**config.mk**
```make
export PLATFORM = sky130hd
export DESIGN_NAME = spi_flash_seq
export DESIGN_NICKNAME = d
export VERILOG_FILES = /design/src/rtl/spi_seq_pkg.sv /design/src/rtl/spi_seq_regs.sv /design/src/rtl/spi_seq_engine.sv /design/src/rtl/spi_flash_seq.sv
export SDC_FILE = /design/constraint.sdc
export NUM_CORES = 1
export LEC_CHECK = 0
export BUFFER_PORTS_ARGS = -buffer_cell sky130_fd_sc_hd__buf_2
export CORE_MARGIN = 5
export CORE_UTILIZATION = 64
export DETAILED_ROUTE_END_ITERATION = 7
export PLACE_DENSITY_LB_ADDON = 0.15
export SKIP_CTS_REPAIR_TIMING = 1
export SLEW_MARGIN = 40
export SYNTH_ARGS = -nofsm -noshare
export SYNTH_HDL_FRONTEND = slang
export SYNTH_SLANG_ARGS = --single-unit
```
**constraint.sdc**
```tcl
create_clock -name clk -period 4.6 [get_ports clk]
set_input_delay 1.15 -clock clk [delete_from_list [all_inputs] [get_ports clk]]
set_output_delay 1.15 -clock clk [all_outputs]
set_load 0.1 [all_outputs]
```
**src/rtl/spi_seq_pkg.sv**
```systemverilog
package spi_seq_pkg;

  typedef enum logic [2:0] {
    PH_IDLE,
    PH_OPC,
    PH_ADDR,
    PH_DUMMY,
    PH_DATA,
    PH_HOLD
  } phase_t;

  typedef enum logic [1:0] {
    UNL_NONE,
    UNL_SAW55,
    UNL_OPEN
  } unlock_t;

  typedef struct packed {
    logic [2:0]  asz;
    logic [4:0]  dummy;
    logic        cs_sel;
    logic [7:0]  opcode;
    logic        dir;
    logic [23:0] addr;
  } xfer_cfg_t;

  localparam logic [5:0] OFF_CFG2 = 6'h02;
  localparam logic [5:0] OFF_CFG3 = 6'h03;
  localparam logic [5:0] OFF_CTRL = 6'h04;
  localparam logic [5:0] OFF_CMD  = 6'h05;
  localparam logic [5:0] OFF_CNT  = 6'h06;
  localparam logic [5:0] OFF_AD0  = 6'h08;
  localparam logic [5:0] OFF_AD1  = 6'h09;
  localparam logic [5:0] OFF_AD2  = 6'h0A;

endpackage

```
**src/rtl/spi_seq_regs.sv**
```systemverilog
module spi_seq_regs
  import spi_seq_pkg::*;
#(
  parameter int BUF_BYTES = 64,
  localparam int CNT_W = $clog2(BUF_BYTES + 1),
  localparam int IDX_W = $clog2(BUF_BYTES)
) (
  input  logic             clk,
  input  logic             rst_n,
  input  logic             we,
  input  logic [6:0]       addr,
  input  logic [7:0]       wdata,
  output logic [7:0]       rdata,
  input  logic             busy,
  output logic             start,
  output logic             manual,
  output xfer_cfg_t        cfg,
  output logic [CNT_W-1:0] count,
  input  logic [IDX_W-1:0] buf_ridx,
  output logic [7:0]       buf_rdata,
  input  logic             eng_we,
  input  logic [IDX_W-1:0] eng_widx,
  input  logic [7:0]       eng_wdata
);

  logic [2:0]       asz_q, asz_d;
  logic [4:0]       dmy_q, dmy_d;
  logic             sel_q, sel_d;
  logic [7:0]       op_q, op_d;
  logic             dir_q, dir_d;
  logic [1:0]       mode_q, mode_d;
  unlock_t          unl_q, unl_d;
  logic [CNT_W-1:0] cnt_q, cnt_d;
  logic [23:0]      adr_q, adr_d;

  logic [7:0]       mem [BUF_BYTES];
  logic             mem_we;
  logic [IDX_W-1:0] mem_widx;
  logic [7:0]       mem_wdata;
  logic             wr_ok;

  assign wr_ok = we & ~busy;

  always_comb begin
    asz_d  = asz_q;
    dmy_d  = dmy_q;
    sel_d  = sel_q;
    op_d   = op_q;
    dir_d  = dir_q;
    mode_d = mode_q;
    unl_d  = unl_q;
    cnt_d  = cnt_q;
    adr_d  = adr_q;
    start  = 1'b0;
    if (wr_ok && !addr[6]) begin
      unique case (addr[5:0])
        OFF_CFG2: {dmy_d, asz_d} = wdata;
        OFF_CFG3: sel_d = wdata[0];
        OFF_CTRL: begin
          dir_d = wdata[3];
          if (wdata[5:4] == 2'b11) begin
            mode_d = 2'b11;
            unl_d  = UNL_NONE;
          end else if (unl_q == UNL_OPEN) begin
            mode_d = wdata[5:4];
          end
          start = wdata[0] & (mode_q == 2'b00);
        end
        OFF_CMD: begin
          op_d = wdata;
          unique case (unl_q)
            UNL_NONE:  unl_d = (wdata == 8'h55) ? UNL_SAW55 : UNL_NONE;
            UNL_SAW55: unl_d = (wdata == 8'hAA) ? UNL_OPEN :
                               ((wdata == 8'h55) ? UNL_SAW55 : UNL_NONE);
            default:   unl_d = UNL_OPEN;
          endcase
        end
        OFF_CNT:  cnt_d = (wdata > 8'(BUF_BYTES)) ? CNT_W'(BUF_BYTES) : CNT_W'(wdata);
        OFF_AD0:  adr_d[7:0]   = wdata;
        OFF_AD1:  adr_d[15:8]  = wdata;
        OFF_AD2:  adr_d[23:16] = wdata;
        default: ;
      endcase
    end
  end

  always_ff @(posedge clk or negedge rst_n) begin
    if (!rst_n) begin
      asz_q  <= '0;
      dmy_q  <= '0;
      sel_q  <= 1'b0;
      op_q   <= '0;
      dir_q  <= 1'b0;
      mode_q <= 2'b11;
      unl_q  <= UNL_NONE;
      cnt_q  <= '0;
      adr_q  <= '0;
    end else begin
      asz_q  <= asz_d;
      dmy_q  <= dmy_d;
      sel_q  <= sel_d;
      op_q   <= op_d;
      dir_q  <= dir_d;
      mode_q <= mode_d;
      unl_q  <= unl_d;
      cnt_q  <= cnt_d;
      adr_q  <= adr_d;
    end
  end

  // Buffer port: the bus writes when idle, the engine writes while busy.
  always_comb begin
    mem_we    = (wr_ok & addr[6]) | eng_we;
    mem_widx  = eng_we ? eng_widx : addr[IDX_W-1:0];
    mem_wdata = eng_we ? eng_wdata : wdata;
  end

  always_ff @(posedge clk) begin
    if (mem_we) mem[mem_widx] <= mem_wdata;
  end

  assign buf_rdata = mem[buf_ridx];

  always_comb begin
    rdata = 8'h00;
    if (addr[6]) begin
      rdata = mem[addr[IDX_W-1:0]];
    end else begin
      unique case (addr[5:0])
        OFF_CFG2: rdata = {dmy_q, asz_q};
        OFF_CFG3: rdata = {7'b0, sel_q};
        OFF_CTRL: rdata = {2'b00, mode_q, dir_q, 1'b0, busy, 1'b0};
        OFF_CMD:  rdata = op_q;
        OFF_CNT:  rdata = 8'(cnt_q);
        OFF_AD0:  rdata = adr_q[7:0];
        OFF_AD1:  rdata = adr_q[15:8];
        OFF_AD2:  rdata = adr_q[23:16];
        default:  rdata = 8'h00;
      endcase
    end
  end

  assign manual = (mode_q == 2'b00);
  assign count  = cnt_q;
  assign cfg    = '{asz: asz_q, dummy: dmy_q, cs_sel: sel_q, opcode: op_q,
                    dir: dir_q, addr: adr_q};

endmodule

```
**src/rtl/spi_seq_engine.sv**
```systemverilog
module spi_seq_engine
  import spi_seq_pkg::*;
#(
  parameter int BUF_BYTES = 64,
  parameter int NUM_CS    = 2,
  localparam int CNT_W = $clog2(BUF_BYTES + 1),
  localparam int IDX_W = $clog2(BUF_BYTES)
) (
  input  logic              clk,
  input  logic              rst_n,
  input  logic              start,
  input  xfer_cfg_t         cfg,
  input  logic [CNT_W-1:0]  count,
  input  logic [7:0]        buf_rdata,
  output logic [IDX_W-1:0]  buf_ridx,
  output logic              buf_we,
  output logic [IDX_W-1:0]  buf_widx,
  output logic [7:0]        buf_wdata,
  input  logic              miso,
  output logic              sclk,
  output logic              mosi,
  output logic [NUM_CS-1:0] cs_n,
  output logic              busy
);

  phase_t           ph_q, ph_d, nxt, after_opc, after_adr, after_dmy;
  logic             hi_q, hi_d;
  logic [2:0]       bit_q, bit_d;
  logic [CNT_W-1:0] byte_q, byte_d;
  logic [4:0]       dc_q, dc_d;
  logic [7:0]       rx_q, rx_d;
  logic [1:0]       asz_eff;
  logic             adv;
  logic             active;
  logic [7:0]       adr_byte;

  always_comb begin
    asz_eff   = (cfg.asz > 3'd3) ? 2'd3 : cfg.asz[1:0];
    after_dmy = (count != '0) ? PH_DATA : PH_HOLD;
    after_adr = (cfg.dummy != 5'd0) ? PH_DUMMY : after_dmy;
    after_opc = (asz_eff != 2'd0) ? PH_ADDR : after_adr;
  end

  always_comb begin
    ph_d   = ph_q;
    hi_d   = hi_q;
    bit_d  = bit_q;
    byte_d = byte_q;
    dc_d   = dc_q;
    rx_d   = rx_q;
    buf_we = 1'b0;
    adv    = 1'b0;
    nxt    = PH_IDLE;
    unique case (ph_q)
      PH_IDLE: begin
        if (start) begin
          ph_d  = PH_OPC;
          hi_d  = 1'b0;
          bit_d = 3'd0;
        end
      end
      PH_HOLD: begin
        bit_d = bit_q + 3'd1;
        if (bit_q == 3'd1) ph_d = PH_IDLE;
      end
      default: begin
        if (!hi_q) begin
          hi_d = 1'b1;
          if (ph_q == PH_DATA && !cfg.dir) rx_d = {rx_q[6:0], miso};
        end else begin
          hi_d  = 1'b0;
          bit_d = bit_q + 3'd1;
          unique case (ph_q)
            PH_OPC: begin
              if (bit_q == 3'd7) begin
                adv = 1'b1;
                nxt = after_opc;
              end
            end
            PH_ADDR: begin
              if (bit_q == 3'd7) begin
                if (byte_q == '0) begin
                  adv = 1'b1;
                  nxt = after_adr;
                end else begin
                  byte_d = byte_q - CNT_W'(1);
                end
              end
            end
            PH_DUMMY: begin
              dc_d = dc_q + 5'd1;
              if (dc_q == cfg.dummy - 5'd1) begin
                adv = 1'b1;
                nxt = after_dmy;
              end
            end
            PH_DATA: begin
              if (bit_q == 3'd7) begin
                buf_we = ~cfg.dir;
                if (byte_q == count - CNT_W'(1)) begin
                  adv = 1'b1;
                  nxt = PH_HOLD;
                end else begin
                  byte_d = byte_q + CNT_W'(1);
                end
              end
            end
            default: ;
          endcase
        end
      end
    endcase
    if (adv) begin
      ph_d   = nxt;
      bit_d  = 3'd0;
      dc_d   = 5'd0;
      byte_d = (nxt == PH_ADDR) ? CNT_W'(asz_eff) - CNT_W'(1) : '0;
    end
  end

  always_ff @(posedge clk or negedge rst_n) begin
    if (!rst_n) begin
      ph_q   <= PH_IDLE;
      hi_q   <= 1'b0;
      bit_q  <= '0;
      byte_q <= '0;
      dc_q   <= '0;
      rx_q   <= '0;
    end else begin
      ph_q   <= ph_d;
      hi_q   <= hi_d;
      bit_q  <= bit_d;
      byte_q <= byte_d;
      dc_q   <= dc_d;
      rx_q   <= rx_d;
    end
  end

  always_comb begin
    unique case (byte_q[1:0])
      2'd0:    adr_byte = cfg.addr[7:0];
      2'd1:    adr_byte = cfg.addr[15:8];
      default: adr_byte = cfg.addr[23:16];
    endcase
  end

  always_comb begin
    unique case (ph_q)
      PH_OPC:  mosi = cfg.opcode[~bit_q];
      PH_ADDR: mosi = adr_byte[~bit_q];
      PH_DATA: mosi = cfg.dir & buf_rdata[~bit_q];
      default: mosi = 1'b0;
    endcase
  end

  assign active    = (ph_q != PH_IDLE) && (ph_q != PH_HOLD);
  assign busy      = (ph_q != PH_IDLE);
  assign sclk      = hi_q;
  assign buf_ridx  = byte_q[IDX_W-1:0];
  assign buf_widx  = byte_q[IDX_W-1:0];
  assign buf_wdata = rx_q;

  for (genvar g = 0; g < NUM_CS; g++) begin : g_cs
    assign cs_n[g] = ~(active && (32'(cfg.cs_sel) == g));
  end

endmodule

```
**src/rtl/spi_flash_seq.sv**
```systemverilog
module spi_flash_seq
  import spi_seq_pkg::*;
#(
  parameter int BUF_BYTES = 64,
  parameter int NUM_CS    = 2
) (
  input  logic              clk,
  input  logic              rst_n,
  input  logic              reg_we,
  input  logic [6:0]        reg_addr,
  input  logic [7:0]        reg_wdata,
  output logic [7:0]        reg_rdata,
  output logic              spi_sclk,
  output logic [NUM_CS-1:0] spi_cs_n,
  output logic              spi_mosi,
  input  logic              spi_miso
);

  localparam int CNT_W = $clog2(BUF_BYTES + 1);
  localparam int IDX_W = $clog2(BUF_BYTES);

  logic [1:0]       rs_q;
  logic             rst_int_n;
  logic             start;
  logic             manual;
  logic             busy;
  xfer_cfg_t        cfg;
  logic [CNT_W-1:0] count;
  logic [IDX_W-1:0] buf_ridx, buf_widx;
  logic [7:0]       buf_rdata, buf_wdata;
  logic             buf_we;

  // Reset asserts at once and is released two clocks later.
  always_ff @(posedge clk or negedge rst_n) begin
    if (!rst_n) rs_q <= 2'b00;
    else        rs_q <= {rs_q[0], 1'b1};
  end
  assign rst_int_n = rs_q[1];

  spi_seq_regs #(.BUF_BYTES(BUF_BYTES)) u_regs (
    .clk       (clk),
    .rst_n     (rst_int_n),
    .we        (reg_we),
    .addr      (reg_addr),
    .wdata     (reg_wdata),
    .rdata     (reg_rdata),
    .busy      (busy),
    .start     (start),
    .manual    (manual),
    .cfg       (cfg),
    .count     (count),
    .buf_ridx  (buf_ridx),
    .buf_rdata (buf_rdata),
    .eng_we    (buf_we),
    .eng_widx  (buf_widx),
    .eng_wdata (buf_wdata)
  );

  spi_seq_engine #(.BUF_BYTES(BUF_BYTES), .NUM_CS(NUM_CS)) u_engine (
    .clk       (clk),
    .rst_n     (rst_int_n),
    .start     (start),
    .cfg       (cfg),
    .count     (count),
    .buf_rdata (buf_rdata),
    .buf_ridx  (buf_ridx),
    .buf_we    (buf_we),
    .buf_widx  (buf_widx),
    .buf_wdata (buf_wdata),
    .miso      (spi_miso),
    .sclk      (spi_sclk),
    .mosi      (spi_mosi),
    .cs_n      (spi_cs_n),
    .busy      (busy)
  );

endmodule

```
; After elaboration in Yosys (flattened, before gate mapping)
; Memory sizes are Yosys's and may differ from the RTL's.
; Index checks and enable logic that the tools add are counted.
[word_totals]
out_inout_bits = 12
register_bits = 82
latchBits = 0
rom_bits = 0
n_memories = 1
word_cells = 191
input_bits = 19
mem_bits_rw = 512
[classes]
n_reduce_logical = 40
n_mux = 74
n_addsub = 7
n_bitwise = 14
mul = 0
shift = 0
magnitude_cmp = 3
div = 0
n_eq_ne = 34
[memory_table]
columns = name, words, width, rd, rd_ports_with_merged_regs, write_ports, line_no
row1 = u_regs.mem, 64, 8, 2, 0, 1, spi_seq_regs.sv:36  ; logic [7:0] mem [BUF_BYTES];
[ops]
columns = cell, n
row1 = one-hot mux 8 bit (8 select lines), 1
row2 = two-way mux 7 bit, 9
row3 = two-way mux 3 bit, 16
row4 = two-way mux 1 bit, 23
row5 = two-way mux 5 bit, 4
row6 = AND reduction 2 bit, 10
row7 = equality test 6 x 3 -> 1 bit (second input constant), 3
row8 = equality test 6 x 4 -> 1 bit (second input constant), 3
row9 = two-way mux 8 bit, 2
row10 = one-hot mux 8 bit (2 select lines), 1
row11 = AND reduction 3 bit, 5
row12 = one-hot mux 7 bit (2 select lines), 1
row13 = subtractor 7 x 1 -> 7 bit (second input constant), 2
row14 = equality test 6 x 2 -> 1 bit (second input constant), 2
row15 = inequality test 3 x 2 -> 1 bit (second input constant), 4
row16 = one-hot mux 3 bit (2 select lines), 2
row17 = one-hot mux 3 bit (4 select lines), 1
row18 = two-way mux 2 bit, 5
row19 = nonzero test 2 bit, 5
row20 = binary-select mux 1 bit (select 3 bit), 3
row21 = equality test 3 x 2 -> 1 bit (second input constant), 3
row22 = equality test 3 bit (second input constant), 3
row23 = nonzero test 3 bit, 3
row24 = equality test 8 x 7 -> 1 bit (second input constant), 1
row25 = other kinds (37), 60

; Logic depth before layout (Yosys ltp)
[depth]
depth_word = 11
mapped_depth = 11
ltp_nobuf = 10

; By module
; A second synthesis with hierarchy kept.
[unflattened]
hier_cells = 1800
hier_area_um2 = 29465.8
[by_module_without_submodules]
columns = mod, cells_each, instances, area_per_inst_um2, seq_area_each_um2
row1 = spi_seq_regs, 1533, 1, 26853.3, 16703.5
row2 = spi_seq_engine, 264, 1, 2558.7, 675.6
row3 = spi_flash_seq, 3, 1, 53.8, 50.0

; Worst setup path after synthesis
; OpenSTA, ideal clock, no wires.
[synth_path]
path_kind = input port to output port
startpoint = input port reg_addr[0]
endpoint = output port reg_rdata[0]
t_arrival_ps = 4010
path_slack_ps = -560
stages = 8
required_ps = 3450
n_path_buf = 4
path_cell_list = buf_2 -> clkbuf_1 -> clkbuf_1 -> clkbuf_1 -> nand4_1 -> o211ai_1 -> a21oi_1 -> o21ai_1
[synth_via]
elab_chain_cells = 3
elab_cells_between_ends = 11
classes_between = 8 x eq/ne / 2 x mux / 1 x memory
[synth_rtl]
columns = item, line_no
row1 = start: declaration, spi_flash_seq.sv:10  ; input logic [6:0] reg_addr,
row2 = "parallel branches: the longest is 2 deep, another holds memory (64 x 8 bit)", --
row3 = two-way mux 8 bit *, spi_seq_regs.sv:126  ; if (addr[6]) begin
row4 = end: declaration, spi_flash_seq.sv:12  ; output logic [7:0] reg_rdata,
; Mark *: on every way between the ends.

; Worst setup path after layout
[layout_path]
startpoint = register u_engine.byte_q[0]
endpoint = output port spi_mosi
[layout_via]
elab_chain_cells = 5
elab_cells_between_ends = 10
classes_between = 1 x eq/ne / 6 x mux / 1 x bitwise / 1 x reduce/logical / 1 x memory
[layout_rtl]
columns = item, line_no
row1 = start: declaration, spi_seq_engine.sv:29  ; logic [CNT_W-1:0] byte_q, byte_d;
row2 = start signal: assignment, spi_seq_engine.sv:133  ; byte_q <= byte_d;
row3 = "memory (64 x 8 bit), or another cell as far along", --
row4 = binary-select mux 1 bit (select 3 bit) or one-hot mux 8 bit (2 select lines) (tied branches), "spi_seq_engine.sv:151, spi_seq_engine.sv:140"
row5 = two-way mux 1 bit (not written as such) or binary-select mux 1 bit (select 3 bit) (tied branches), "spi_seq_engine.sv:151, spi_seq_engine.sv:150"
row6 = bitwise AND 1 bit or two-way mux 1 bit (tied branches), "spi_seq_engine.sv:151, spi_seq_engine.sv:150"
row7 = one-hot mux 1 bit (3 select lines) *, spi_seq_engine.sv:148  ; unique case (ph_q)
row8 = end: declaration, spi_flash_seq.sv:15  ; output logic spi_mosi,
; Every way passes the cells marked *; elsewhere a longest branch is shown, timed or not. The select of a mux whose other input is x is not followed.

==> impl_metrics.csv <==
group,metric,value,unit
die,dieArea,50000,µm²
sta,period_share,106,%
yosys,async_flop_share,13.8,%
place,port_buffers,30,
setup_path,path_depth,12,
setup_path,crit_chain,"clkbuf_4, clkbuf_16, buf_4, mux4_2, nor2b_1, o41ai_2, buf_4, o21ai_1, a21oi_2, a221oi_4, a41oi_4, buf_12",
yosys,yosysSeqAreaShare,59.6,%
setup_path,cpLargestDelayFamily,"compound AO/OA/AOI/OAI gates",
setup_path,slowest_stage,"dfrtp_4",
clock_network,htreeDepth,2,
layout,area_growth_syn_to_layout,17.3,%
yosys,synth_ff_type,"edfxtp_1",
setup_path,r2r_cells,11,
setup_path,startpoint,"u_engine.byte_q[0]",
job,max_cap_violations,0,
yosys,syn_inst,1679,
setup_path,crit_top_cell,"buf_4",
detailed_routing,drtIter0Drc,3268,
clock_network,clock_sinks,594,
die,core_area,45300,µm²
place,dp_hpwl,54.9,mm
sta,tns,-581,ps
layout,final_net_count,1887,
status,status,"finished with violations",
detailed_routing,vias_per_cell,7.53,
clock_network,clk_path_buf_depth,3,
place,place_worst_setup_slack,-373,ps
clock_network,cts_tree,"done",
detailed_routing,wl_per_cell,34.9,µm
die,die_h,224,µm
detailed_routing,via_count,18900,
clock_network,clk_latency,640,ps
die,dieWidth,224,µm
power,p_leak,0.0118,µW
yosys,ys_types,75,
detailed_routing,wl,87.4,mm
sta,max_slew.worst_pin.slew,837,ps
grt,grt_max_degree,65,
setup_path,cp-endpoint,"spi_mosi",
sta,hold_viol_final,0,
yosys,syn-mean-instance-area,17.4,µm²
place,placedCellCount,2341,
grt,gr-usage-all-layers,33.2,%
clock_network,path_clk_slew,60,ps
sta,slew_headroom,44.2,%
sta,holdWs,287,ps
grt,grt_antenna_before_repair,6,
detailed_routing,antenna_left,0,
setup_path,slowest_delay,490,ps
grt,grt_pass1_wl,122,mm
layout,layout-drive-gt1-share,37.7,%
worst_hold_path,min_path_type,"in -> async",
clock_network,cts-root-buf,"clkbuf_16",
setup_path,criticalPathCategory,"reg -> out",
sta,worst_slack,-258,ps
power,power.density,495,nW/µm²
detailed_routing,drc,0,
yosys,synth.ff_latch_count,594,
yosys,syn_area,29200,µm²
setup_path,cp_max_fo,10,
setup_path,r2r_end,"u_regs.mem[52][0]",
sta,grt_setup_unrepaired,"true",
sta,period_needed,4860,ps
setup_path,critical_path_buf_inv_count,5,
yosys,yosys.area.top_type,"edfxtp_1",
setup_path,rr_startpoint,"u_engine.bit_q[0]",
detailed_routing,drt-pass1-iter-count,5,
sta,fin_worst_skew,22.0,ps
die,num_rows,78,
sta,finalMaxSlewViolations,0,
sta,max_clock_freq,206,MHz
setup_path,regToRegSetupSlack,480,ps
yosys,synth.area.top_cells,"edfxtp_1, mux4_2, dfrtp_1, mux2_1, mux2i_1",
layout,layout.cells.non_filler,2505,
die,initial_core_util,64.5,%
yosys,ys_warn_count,0,
place,finalWeightedCongestion,0.961,
grt,overflow,0,
yosys,synth-edff-count,512,
grt,grt_pass1_vias,18200,
yosys,synth_fp_nets,1712,
sta,finalSetupViolations,9,
power,total_power,17000,µW
setup_path,start_kind,"flip-flop",
die,ios,31,
yosys,synth_top_area_share,52.6,%
setup_path,endpoint_kind,"output port",
power,vdd_drop_max,0.484,mV
clock_network,numCtsBuffers,59,
status,violations,"setup timing",
setup_path,cp.required,3450,ps
setup_path,arrival,3710,ps
[synth_stat cells (22+ instances only)]
master / number
edfxtp_1: 512
mux4_2: 301
nor2_1: 100
dfrtp_1: 80
nand2_1: 79
clkbuf_1: 63
mux2i_1: 55
mux2_1: 53
buf_2: 30
a21oi_1: 26
nand3_1: 25
o21ai_1: 25
o21ai_0: 22
[sequential cells by signal, summed over array words and instances, names as in the netlist, 2 cells and up]
name                cells
u_engine.dc_q           5
u_regs.unl_q            2
u_engine.ph_q           3
u_engine.buf_wdata      8
u_regs.asz_q            3
rs_q                    2
u_regs.adr_q           24
u_engine.bit_q          3
u_regs.mem            512
u_regs.mode_q           2
u_regs.count            7
u_regs.op_q             8
u_engine.byte_q         7
u_regs.dmy_q            5
[worst reg2reg max path, stage by stage (launching register included)]
cell      delay (ps)
dfrtp_1          650
buf_4            320
ha_1             190
ha_1             300
nor2b_1          160
nand4_1          110
buf_4            280
nor3_1           210
a31oi_1           80
nand2b_1         230
nand2b_1         430
nor2_1           770
[cell type report]
type | count | area (µm²)
flip-flops and latches | 594 | 17400
multi-input cells | 945 | 11400
fillers | 2505 | 11000
repair buffers | 233 | 2540
clock buffers | 72 | 1570
well taps | 600 | 751
clock inverters | 39 | 467
inverters | 21 | 80.1
diodes | 1 | 2.50
[stage by stage]
step           area [µm²]  util [%]
5_1_grt             34300      75.7
3_3_place_gp        31100      68.6
6_report            34300      75.7
2_1_floorplan       29300         -
3_5_place_dp        31100      68.6
4_1_cts             33100      73.1
[cell families (layout without fill, tap and decap cells)]
group / after synthesis / count (layout) / share of synthesized area [%]
compound gates: 180 / 180 / 4.09
xor+xnor: 28 / 28 / 0.839
fa+ha+maj: 14 / 14 / 0.625
buf+inv: 140 / 365 / 2.22
flops: 594 / 594 / 59.6
mux: 425 / 425 / 27.7
other cells: 1 / 2 / 0.0128
simple gates: 297 / 297 / 4.85
[layer usage]
layer,wire (µm),global-route usage [%]
met1,30600,47.0
met3,10700,6.66
met5,44,0
met4,4860,13.7
met2,41200,51.9
[how the worst min path moves through the flow]
stage	to	startpoint	slack [ps]
5_1_grt	rs_q[1]	rst_n	280
4_1_cts	rs_q[0]	rst_n	280
3_3_place_gp	rs_q[1]	rs_q[0]	340
2_1_floorplan	rs_q[1]	rs_q[0]	330
3_5_place_dp	rs_q[1]	rs_q[0]	340
6_report	rs_q[0]	rst_n	290
[layout by cell type (no fill, tap or decap), drive strengths merged, types with 5 or more instances in the layout]
cell / instances
clkbuf: 87
edfxtp: 512
bufinv: 10
nand2b: 12
a21oi: 26
nor2: 102
o21ai: 47
xnor2: 18
buf: 218
o22ai: 16
mux2i: 55
nand2: 79
nand4: 7
clkinv: 24
a22o: 6
nor2b: 14
inv: 21
a22oi: 10
nand3: 25
nor3: 17
nor3b: 11
mux4: 301
dfrtp: 80
xor2: 10
o211ai: 9
a31oi: 15
a221oi: 7
clkinvlp: 5
a211oi: 5
or2: 7
ha: 13
mux2: 69
[report_power, final]
group	switching [µW]	internal [µW]	total [µW]
registers	276	5990	6260
logic	3060	2560	5620
clock network	2100	2990	5090
No activity file was read; power rests on OpenSTA's default activity.
